**src/rtl/sdl_pkg.sv**
```systemverilog
package sdl_pkg;
  // Edge events seen on the synchronized serial-side inputs.
  typedef struct packed {
    logic cs_fall;
    logic cs_rise;
    logic sclk_rise;
    logic ld_fall;
  } sdl_edges_t;
endpackage

```
**src/rtl/sdl_sync.sv**
```systemverilog
module sdl_sync #(
  parameter int          W       = 4,
  parameter int          STAGES  = 2,
  parameter logic [W-1:0] RST_VAL = '0
) (
  input  logic         clk,
  input  logic         rst_n,
  input  logic [W-1:0] d,
  output logic [W-1:0] q
);
  logic [W-1:0] stg_q [STAGES];

  generate
    for (genvar s = 0; s < STAGES; s++) begin : g_stage
      always_ff @(posedge clk or negedge rst_n) begin
        if (!rst_n) begin
          stg_q[s] <= RST_VAL;
        end else if (s == 0) begin
          stg_q[s] <= d;
        end else begin
          stg_q[s] <= stg_q[(s == 0) ? 0 : s-1];
        end
      end
    end
  endgenerate

  assign q = stg_q[STAGES-1];
endmodule

```
**src/rtl/sdl_shifter.sv**
```systemverilog
module sdl_shifter
  import sdl_pkg::*;
#(
  parameter int WORD_W = 16
) (
  input  logic              clk,
  input  logic              rst_n,
  input  sdl_edges_t        ev,
  input  logic              cs_lvl,
  input  logic              sdi_lvl,
  output logic              frame_ok,
  output logic [WORD_W-1:0] word
);
  localparam int CNT_W = $clog2(WORD_W + 2);
  localparam logic [CNT_W-1:0] CNT_SAT  = CNT_W'(WORD_W + 1);
  localparam logic [CNT_W-1:0] CNT_FULL = CNT_W'(WORD_W);

  logic [WORD_W-1:0] sh_q, sh_d;
  logic [CNT_W-1:0]  cnt_q, cnt_d;
  logic              ok_q, ok_d;

  always_comb begin
    sh_d  = sh_q;
    cnt_d = cnt_q;
    ok_d  = 1'b0;
    if (ev.cs_fall) begin
      cnt_d = '0;
    end else if (!cs_lvl && ev.sclk_rise) begin
      sh_d = {sh_q[WORD_W-2:0], sdi_lvl};
      if (cnt_q != CNT_SAT) cnt_d = cnt_q + 1'b1;
    end
    if (ev.cs_rise && (cnt_q == CNT_FULL)) ok_d = 1'b1;
  end

  always_ff @(posedge clk or negedge rst_n) begin
    if (!rst_n) begin
      sh_q  <= '0;
      cnt_q <= '0;
      ok_q  <= 1'b0;
    end else begin
      sh_q  <= sh_d;
      cnt_q <= cnt_d;
      ok_q  <= ok_d;
    end
  end

  assign frame_ok = ok_q;
  assign word     = sh_q;
endmodule

```
**src/rtl/sdl_hold.sv**
```systemverilog
module sdl_hold #(
  parameter int WORD_W = 16
) (
  input  logic              clk,
  input  logic              rst_n,
  input  logic              frame_ok,
  input  logic [WORD_W-1:0] word,
  input  logic              ld_lvl,
  input  logic              ld_fall,
  output logic [WORD_W-1:0] dac_word,
  output logic              dac_upd,
  output logic              pending
);
  logic [WORD_W-1:0] in_q, in_d, dac_q, dac_d;
  logic              pend_q, pend_d, upd_q, upd_d;

  always_comb begin
    in_d   = in_q;
    dac_d  = dac_q;
    pend_d = pend_q;
    upd_d  = 1'b0;
    if (frame_ok) begin
      in_d = word;
      if (!ld_lvl) begin
        dac_d  = word;
        pend_d = 1'b0;
        upd_d  = 1'b1;
      end else begin
        pend_d = 1'b1;
      end
    end else if (ld_fall && pend_q) begin
      dac_d  = in_q;
      pend_d = 1'b0;
      upd_d  = 1'b1;
    end
  end

  always_ff @(posedge clk or negedge rst_n) begin
    if (!rst_n) begin
      in_q   <= '0;
      dac_q  <= '0;
      pend_q <= 1'b0;
      upd_q  <= 1'b0;
    end else begin
      in_q   <= in_d;
      pend_q <= pend_d;
      upd_q  <= upd_d;
      if (upd_d) dac_q <= dac_d;
    end
  end

  assign dac_word = dac_q;
  assign dac_upd  = upd_q;
  assign pending  = pend_q;
endmodule

```
**src/rtl/sdl_thermo.sv**
```systemverilog
module sdl_thermo #(
  parameter int SEG_BITS = 4,
  localparam int SEG_N   = (1 << SEG_BITS) - 1
) (
  input  logic [SEG_BITS-1:0] code,
  output logic [SEG_N-1:0]    seg_en
);
  generate
    for (genvar i = 0; i < SEG_N; i++) begin : g_seg
      assign seg_en[i] = (code > SEG_BITS'(i));
    end
  endgenerate
endmodule

```
**src/rtl/serdac_loader.sv**
```systemverilog
module serdac_loader
  import sdl_pkg::*;
#(
  parameter int WORD_W      = 16,
  parameter int SEG_BITS    = 4,
  parameter int SYNC_STAGES = 2,
  localparam int LADDER_W   = WORD_W - SEG_BITS,
  localparam int SEG_N      = (1 << SEG_BITS) - 1
) (
  input  logic                clk,
  input  logic                rst_n,
  input  logic                cs_n,
  input  logic                sclk,
  input  logic                sdi,
  input  logic                ld_n,
  output logic [WORD_W-1:0]   dac_word,
  output logic [SEG_N-1:0]    seg_en,
  output logic [LADDER_W-1:0] ladder,
  output logic                dac_upd
);
  // Reset: asserted asynchronously, released on a clock edge.
  logic [1:0] rst_pipe;
  logic       rst_int_n;
  always_ff @(posedge clk or negedge rst_n) begin
    if (!rst_n) rst_pipe <= 2'b00;
    else        rst_pipe <= {rst_pipe[0], 1'b1};
  end
  assign rst_int_n = rst_pipe[1];

  // Bit order of the synchronized vector: {ld, sdi, sclk, cs}; idle levels 1,0,0,1.
  logic [3:0] raw, syn;
  assign raw = {ld_n, sdi, sclk, cs_n};

  sdl_sync #(.W(4), .STAGES(SYNC_STAGES), .RST_VAL(4'b1001)) u_sync (
    .clk(clk), .rst_n(rst_int_n), .d(raw), .q(syn)
  );

  logic cs_p, sclk_p, ld_p;
  always_ff @(posedge clk or negedge rst_int_n) begin
    if (!rst_int_n) begin
      cs_p   <= 1'b1;
      sclk_p <= 1'b0;
      ld_p   <= 1'b1;
    end else begin
      cs_p   <= syn[0];
      sclk_p <= syn[1];
      ld_p   <= syn[3];
    end
  end

  sdl_edges_t ev;
  always_comb begin
    ev.cs_fall   = cs_p & ~syn[0];
    ev.cs_rise   = ~cs_p & syn[0];
    ev.sclk_rise = ~sclk_p & syn[1];
    ev.ld_fall   = ld_p & ~syn[3];
  end

  logic              frame_ok;
  logic [WORD_W-1:0] frame_word;
  logic              pend;

  sdl_shifter #(.WORD_W(WORD_W)) u_shift (
    .clk(clk), .rst_n(rst_int_n), .ev(ev), .cs_lvl(syn[0]), .sdi_lvl(syn[2]),
    .frame_ok(frame_ok), .word(frame_word)
  );

  sdl_hold #(.WORD_W(WORD_W)) u_hold (
    .clk(clk), .rst_n(rst_int_n), .frame_ok(frame_ok), .word(frame_word),
    .ld_lvl(syn[3]), .ld_fall(ev.ld_fall),
    .dac_word(dac_word), .dac_upd(dac_upd), .pending(pend)
  );

  sdl_thermo #(.SEG_BITS(SEG_BITS)) u_thermo (
    .code(dac_word[WORD_W-1 -: SEG_BITS]), .seg_en(seg_en)
  );

  assign ladder = dac_word[LADDER_W-1:0];
endmodule

```
**config.mk**
```make
export PLATFORM = sky130hd
export DESIGN_NAME = serdac_loader
export DESIGN_NICKNAME = d
export VERILOG_FILES = /design/src/rtl/sdl_pkg.sv /design/src/rtl/sdl_sync.sv /design/src/rtl/sdl_shifter.sv /design/src/rtl/sdl_hold.sv /design/src/rtl/sdl_thermo.sv /design/src/rtl/serdac_loader.sv
export SDC_FILE = /design/constraint.sdc
export NUM_CORES = 1
export LEC_CHECK = 0
export BUFFER_PORTS_ARGS = -buffer_cell sky130_fd_sc_hd__buf_2
export CORE_MARGIN = 2
export CORE_UTILIZATION = 56
export CTS_CLUSTER_SIZE = 30
export DETAILED_ROUTE_END_ITERATION = 6
export GPL_ROUTABILITY_DRIVEN = 0
export PLACE_DENSITY = 0.79
export SLEW_MARGIN = 30
export SYNTH_ARGS = -nofsm -noshare
export SYNTH_HDL_FRONTEND = slang
export SYNTH_HIERARCHICAL = 1
export SYNTH_SLANG_ARGS = --single-unit
```
**constraint.sdc**
```tcl
create_clock -name clk -period 2.7 [get_ports clk]
set_input_delay 0.135 -clock clk [delete_from_list [all_inputs] [get_ports clk]]
set_output_delay 0.135 -clock clk [all_outputs]
set_load 0.05 [all_outputs]
```
After elaboration in Yosys (flattened, before gate mapping)
Index checks and enable logic that the tools add are counted.
Widths: inputs -> output; s select.
{"block": "totals", "ff_bits": 69, "input_bits": 6, "out_inout_bits": 44, "word_cells": 64}
{"block": "classes", "n_addsub": 1, "n_lt_le_gt_ge": 15, "n_eq_ne": 3, "muxes": 13, "bitwise": 9, "n_reduce_logical": 10}
{"operator": "$mux 16", "count": 3}
{"operator": "$gt 4x4->1 const B", "count": 7}
{"operator": "$gt 4x3->1 const B", "count": 4}
{"operator": "$mux 5", "count": 3}
{"operator": "$gt 4x1->1 const B", "count": 2}
{"operator": "$gt 4x2->1 const B", "count": 2}
{"operator": "$mux 1", "count": 7}
{"operator": "$reduce_bool 2->1", "count": 3}
{"operator": "$add 5x1->5 const B", "count": 1}
{"operator": "$eq 5x5->1 const B", "count": 1}
{"operator": "$ne 5x5->1 const B", "count": 1}
{"operator": "$not 1->1", "count": 5}
{"operator": "$and 1x1->1", "count": 4}
{"operator": "$reduce_and 2->1", "count": 2}
{"operator": "$logic_and 1x1->1", "count": 3}
{"operator": "$reduce_and 3->1", "count": 1}
{"operator": "$ne 2x2->1 const B", "count": 1}
{"operator": "$logic_not 1->1", "count": 1}

Logic depth before layout (Yosys ltp)
{"block": "logic_depth", "word_depth": 6, "mapped_depth": 6, "depth_no_buf": 4}

By module
The synthesis kept the hierarchy.
{"module": "sdl_hold", "instances": 1, "cells_each": 130, "area_per_inst_um2": 1589.0, "seq_area_each_um2": 850.8}
{"module": "sdl_shifter", "instances": 1, "cells_each": 69, "area_per_inst_um2": 1038.5, "seq_area_each_um2": 550.5}
{"module": "serdac_loader", "instances": 1, "cells_each": 22, "area_per_inst_um2": 249.0, "seq_area_each_um2": 127.6}
{"module": "sdl_sync", "instances": 1, "cells_each": 12, "area_per_inst_um2": 235.2, "seq_area_each_um2": 205.2}
{"module": "sdl_thermo", "instances": 1, "cells_each": 24, "area_per_inst_um2": 140.1, "seq_area_each_um2": 0.0}

Worst setup path after synthesis
No wires, ideal clock.
{"block": "synth_path", "path_type": "register to output", "startpoint": "register u_hold.dac_q[14] (netlist: u_hold/dac_word[14])", "endpoint": "output port seg_en[10]", "arrival_ns": 1.674, "required_ns": 2.565, "path_slack_ns": 0.891, "stages_incl_launch_ff": 4, "path_buffers": 1, "path_cell_list": "dfrtp_1 buf_2 a21oi_1 nor2b_1"}
{"block": "synth_between", "elab_chain_cells": 1}
{"item": "from (decl)", "line": "sdl_hold.sv:14", "text": "logic [WORD_W-1:0] in_q, in_d, dac_q, dac_d;"}
{"item": "from (signal assigned)", "line": "sdl_hold.sv:41", "text": "dac_q <= '0;"}
{"item": "from (signal assigned)", "line": "sdl_hold.sv:48", "text": "if (upd_d) dac_q <= dac_d;"}
{"item": "$gt 4x4->1", "line": "sdl_thermo.sv:10", "text": "assign seg_en[i] = (code > SEG_BITS'(i));"}
{"item": "to (decl)", "line": "serdac_loader.sv:17", "text": "output logic [SEG_N-1:0] seg_en,"}
Every way passes these cells.

==> flow_summary.toml <==
[timing]
rsz0062_at_grt = "false"
fmax_ghz = 0.550
tns_ps = 0
tightest_slew_ps = 809
min_period_ps = 1820
setup_slack_ps = 881
fin_worst_skew_ps = 7.70
drv_slew = 0
setup_viol = 0
maxSlewHeadroom_pct = 46.0
hold_viol_final = 0
timing.hold.ws_ps = 101
fin_crit_sh_pct = 67.4

[final_layout]
drive_above_1_share_pct = 39.8
syn2layout_area_growth_pct = 12.0
nets = 303
final_cells = 371
seqCellArea_sq_um = 1740
antenna_cells = 0
fillCellCount = 430
multi_input_area_sq_um = 1250

[pwr]
swShare_pct = 23.1
power_density_nw_per_um2 = 598
power_switching_w = 0.000502
p_int_w = 0.00168
clkPwrFrac_pct = 40.1
leakagePower_nw = 1.95
ir_worst_vdd_mv = 0.424
p_comb_share_pct = 6.8
p_seq_share_pct = 53.1

[global_routing]
antenna_found_initial = 0
grt_max_degree = 68
grt_use_total_pct = 19.6
overflow = 0
grt_pass1_vias = 1977
grt_pass1_wl_um = 9270

[yosys]
synth_cells = 257
ys.flop_type = "dfrtp_1"
post-synth-top-count-cell = "dfrtp_1"
synth.distinct_cells = 39
yosysWarnings = 6
yosys.area.top_type = "dfrtp_1"
ys_ff_latch = 69
synthTopCellsByCount = "dfrtp_1, mux2_2, buf_4"
async_flop_share_pct = 100
synth-seq-area-share_pct = 53.3
ys_top_cells_by_area = "dfrtp_1, mux2_2, mux2i_1"
avgSynthCellArea_sq_um = 12.7
syn-num-nets = 266
netlist_area_sq_um = 3250
synth_edf_count = 0
yosys.area.top_type_share_pct = 48.5

[placement]
io_buffers = 49
place_ws_ps = 877
dp.cells = 350
hpwl_um = 3540

[critical_path]
critPathLaunchType = "flop"
critical_path_class = "flop to flop"
r2r_start = "cs_p"
crit_fanout = 16
startpoint = "cs_p"
r2r_end = "u_shift/word[10]"
regToRegSetupSlack_ps = 880
crit_end = "u_shift/word[10]"
worst_setup_path_end_kind = "flop"
cp.required_ps = 2920
crit_arrival_ps = 2040
reg2regPathDepth = 3

[clocking]
cts_tree = "yes"
clockRootBuffer = "clkbuf_8"
cts.clk_slew.worst_paths_ps = 70
clockBufferDepth = 2
cts_buffers = 9
post_cts_resized = 0
clkLatencyLatePin_ps = 340
cts_sinks = 69
htree_levels = 3

[outcome]
status = "finished clean"

[routing]
firstDrtPassIters = 4
avgViaCountPerCell = 5.48
drtIter0Drc = 121
drt_wl_total_um = 5650
route.detailed.drc = 0
route.vias.total = 2032
ant_nets = 0
routedWlPerCell_um = 15.2

[die]
rows = 27
fp.dieH_um = 80.2
die_w_um = 80.2
dieArea_sq_um = 6430
pin_count = 50
start_util_pct = 58.3
core_area_sq_um = 5570

[worst_hold_path]
worstHoldPathType = "input pin to asynchronous set/reset pin"

[run]
maxCapViolCount = 0
[flip-flops by register name, summed over array words and instances, names as in the netlist, 2 cells and up]
name,flops
rst_pipe,2
u_hold/dac_word,16
u_hold/in_q,16
u_shift/cnt_q,5
u_shift/word,16
u_sync/q,4
u_sync/stg_q,4
[worst min-delay path by stage]
stage | startpoint | endpoint | slack, ps
CTS | rst_n | rst_pipe[1] | 80
global placement | rst_n | rst_pipe[0] | -80
detailed placement | rst_n | rst_pipe[0] | -80
global route | rst_n | rst_pipe[1] | 100
floorplan | rst_n | rst_pipe[0] | -160
finish | rst_n | rst_pipe[1] | 100
[worst max-delay path: stages (launching register included)]
cell and delay [ps]:
dfstp_2 520, nor2b_1 650, nor2_8 190, mux2_4 340
[cells in the final DEF, fill, tap and decap left out, drive strengths merged]
cell type	instances
mux2i	18
a31oi	1
o31a	1
nor2b	6
nand2b	3
mux2	35
nand2	9
or3	1
conb	1
nor3b	1
a21o	1
clkinv	1
buf	54
dfstp	6
dlygate4sd3	5
and3	17
bufinv	1
a211oi	16
ha	3
nor2	10
a21oi	17
inv	5
o21a	1
and2b	2
nand4	2
and4	1
clkbuf	13
o21ai	2
dfrtp	63
a32o	1
clkinvlp	1
a31o	1
[power by group through the flow]
stage,Clock (W),Sequential [W],Combinational [W]
CTS,0.000897,0.00115,0.000150
global placement,0,0.00117,0.000138
detailed placement,0,0.00117,0.000145
global route,0.000932,0.00117,0.000163
finish,0.000873,0.00116,0.000148
floorplan,0,0.00116,0.000114
[layer usage]
| layer | vias to the layer above | wire length [um] | global-route usage (%) |
|---|---|---|---|
| met3 | 22 | 254 | 5.62 |
| li1 | 967 | - | - |
| met1 | 978 | 2470 | 23.0 |
| met5 | - | 0 | 0 |
| met2 | 65 | 2730 | 31.5 |
| met4 | 0 | 200 | 12.7 |
[what timing repair did]
action / CTS / global route
endpoints found under the hold margin: 6 / 0
setup endpoints to repair: 0 / 0
setup buffers: 0 / 0
hold buffers: 5 / 0
[final cells by class]
class / instances / share of cell area [%]
multi-input cells: 150 / 34.4
flip-flops and latches: 69 / 47.6
repair buffers: 59 / 9.14
well taps: 72 / 2.47
clock buffers: 13 / 4.64
clock inverters: 3 / 1.17
inverters: 5 / 0.515
[cell families (layout without fill, tap and decap cells)]
kind of cell,count (synthesis),count (layout),share of synthesized area [%]
adders and majority gates,3,3,1.15
AOI/OAI and AO/OA,41,41,8.66
and+or+nand+nor,52,52,9.70
buffers and inverters,38,80,8.12
muxes,53,53,18.9
other,1,1,0.115
DFF,69,69,53.3
[through the flow]
stage	utilization, %	power, W	instance area [sq um]
floorplan	-	0.00128	3250
global placement	60.7	0.00131	3380
detailed placement	60.7	0.00132	3380
CTS	65.3	0.00220	3640
global route	65.3	0.00226	3640
finish	65.3	0.00218	3640
Power figures use the tool's default switching activity.
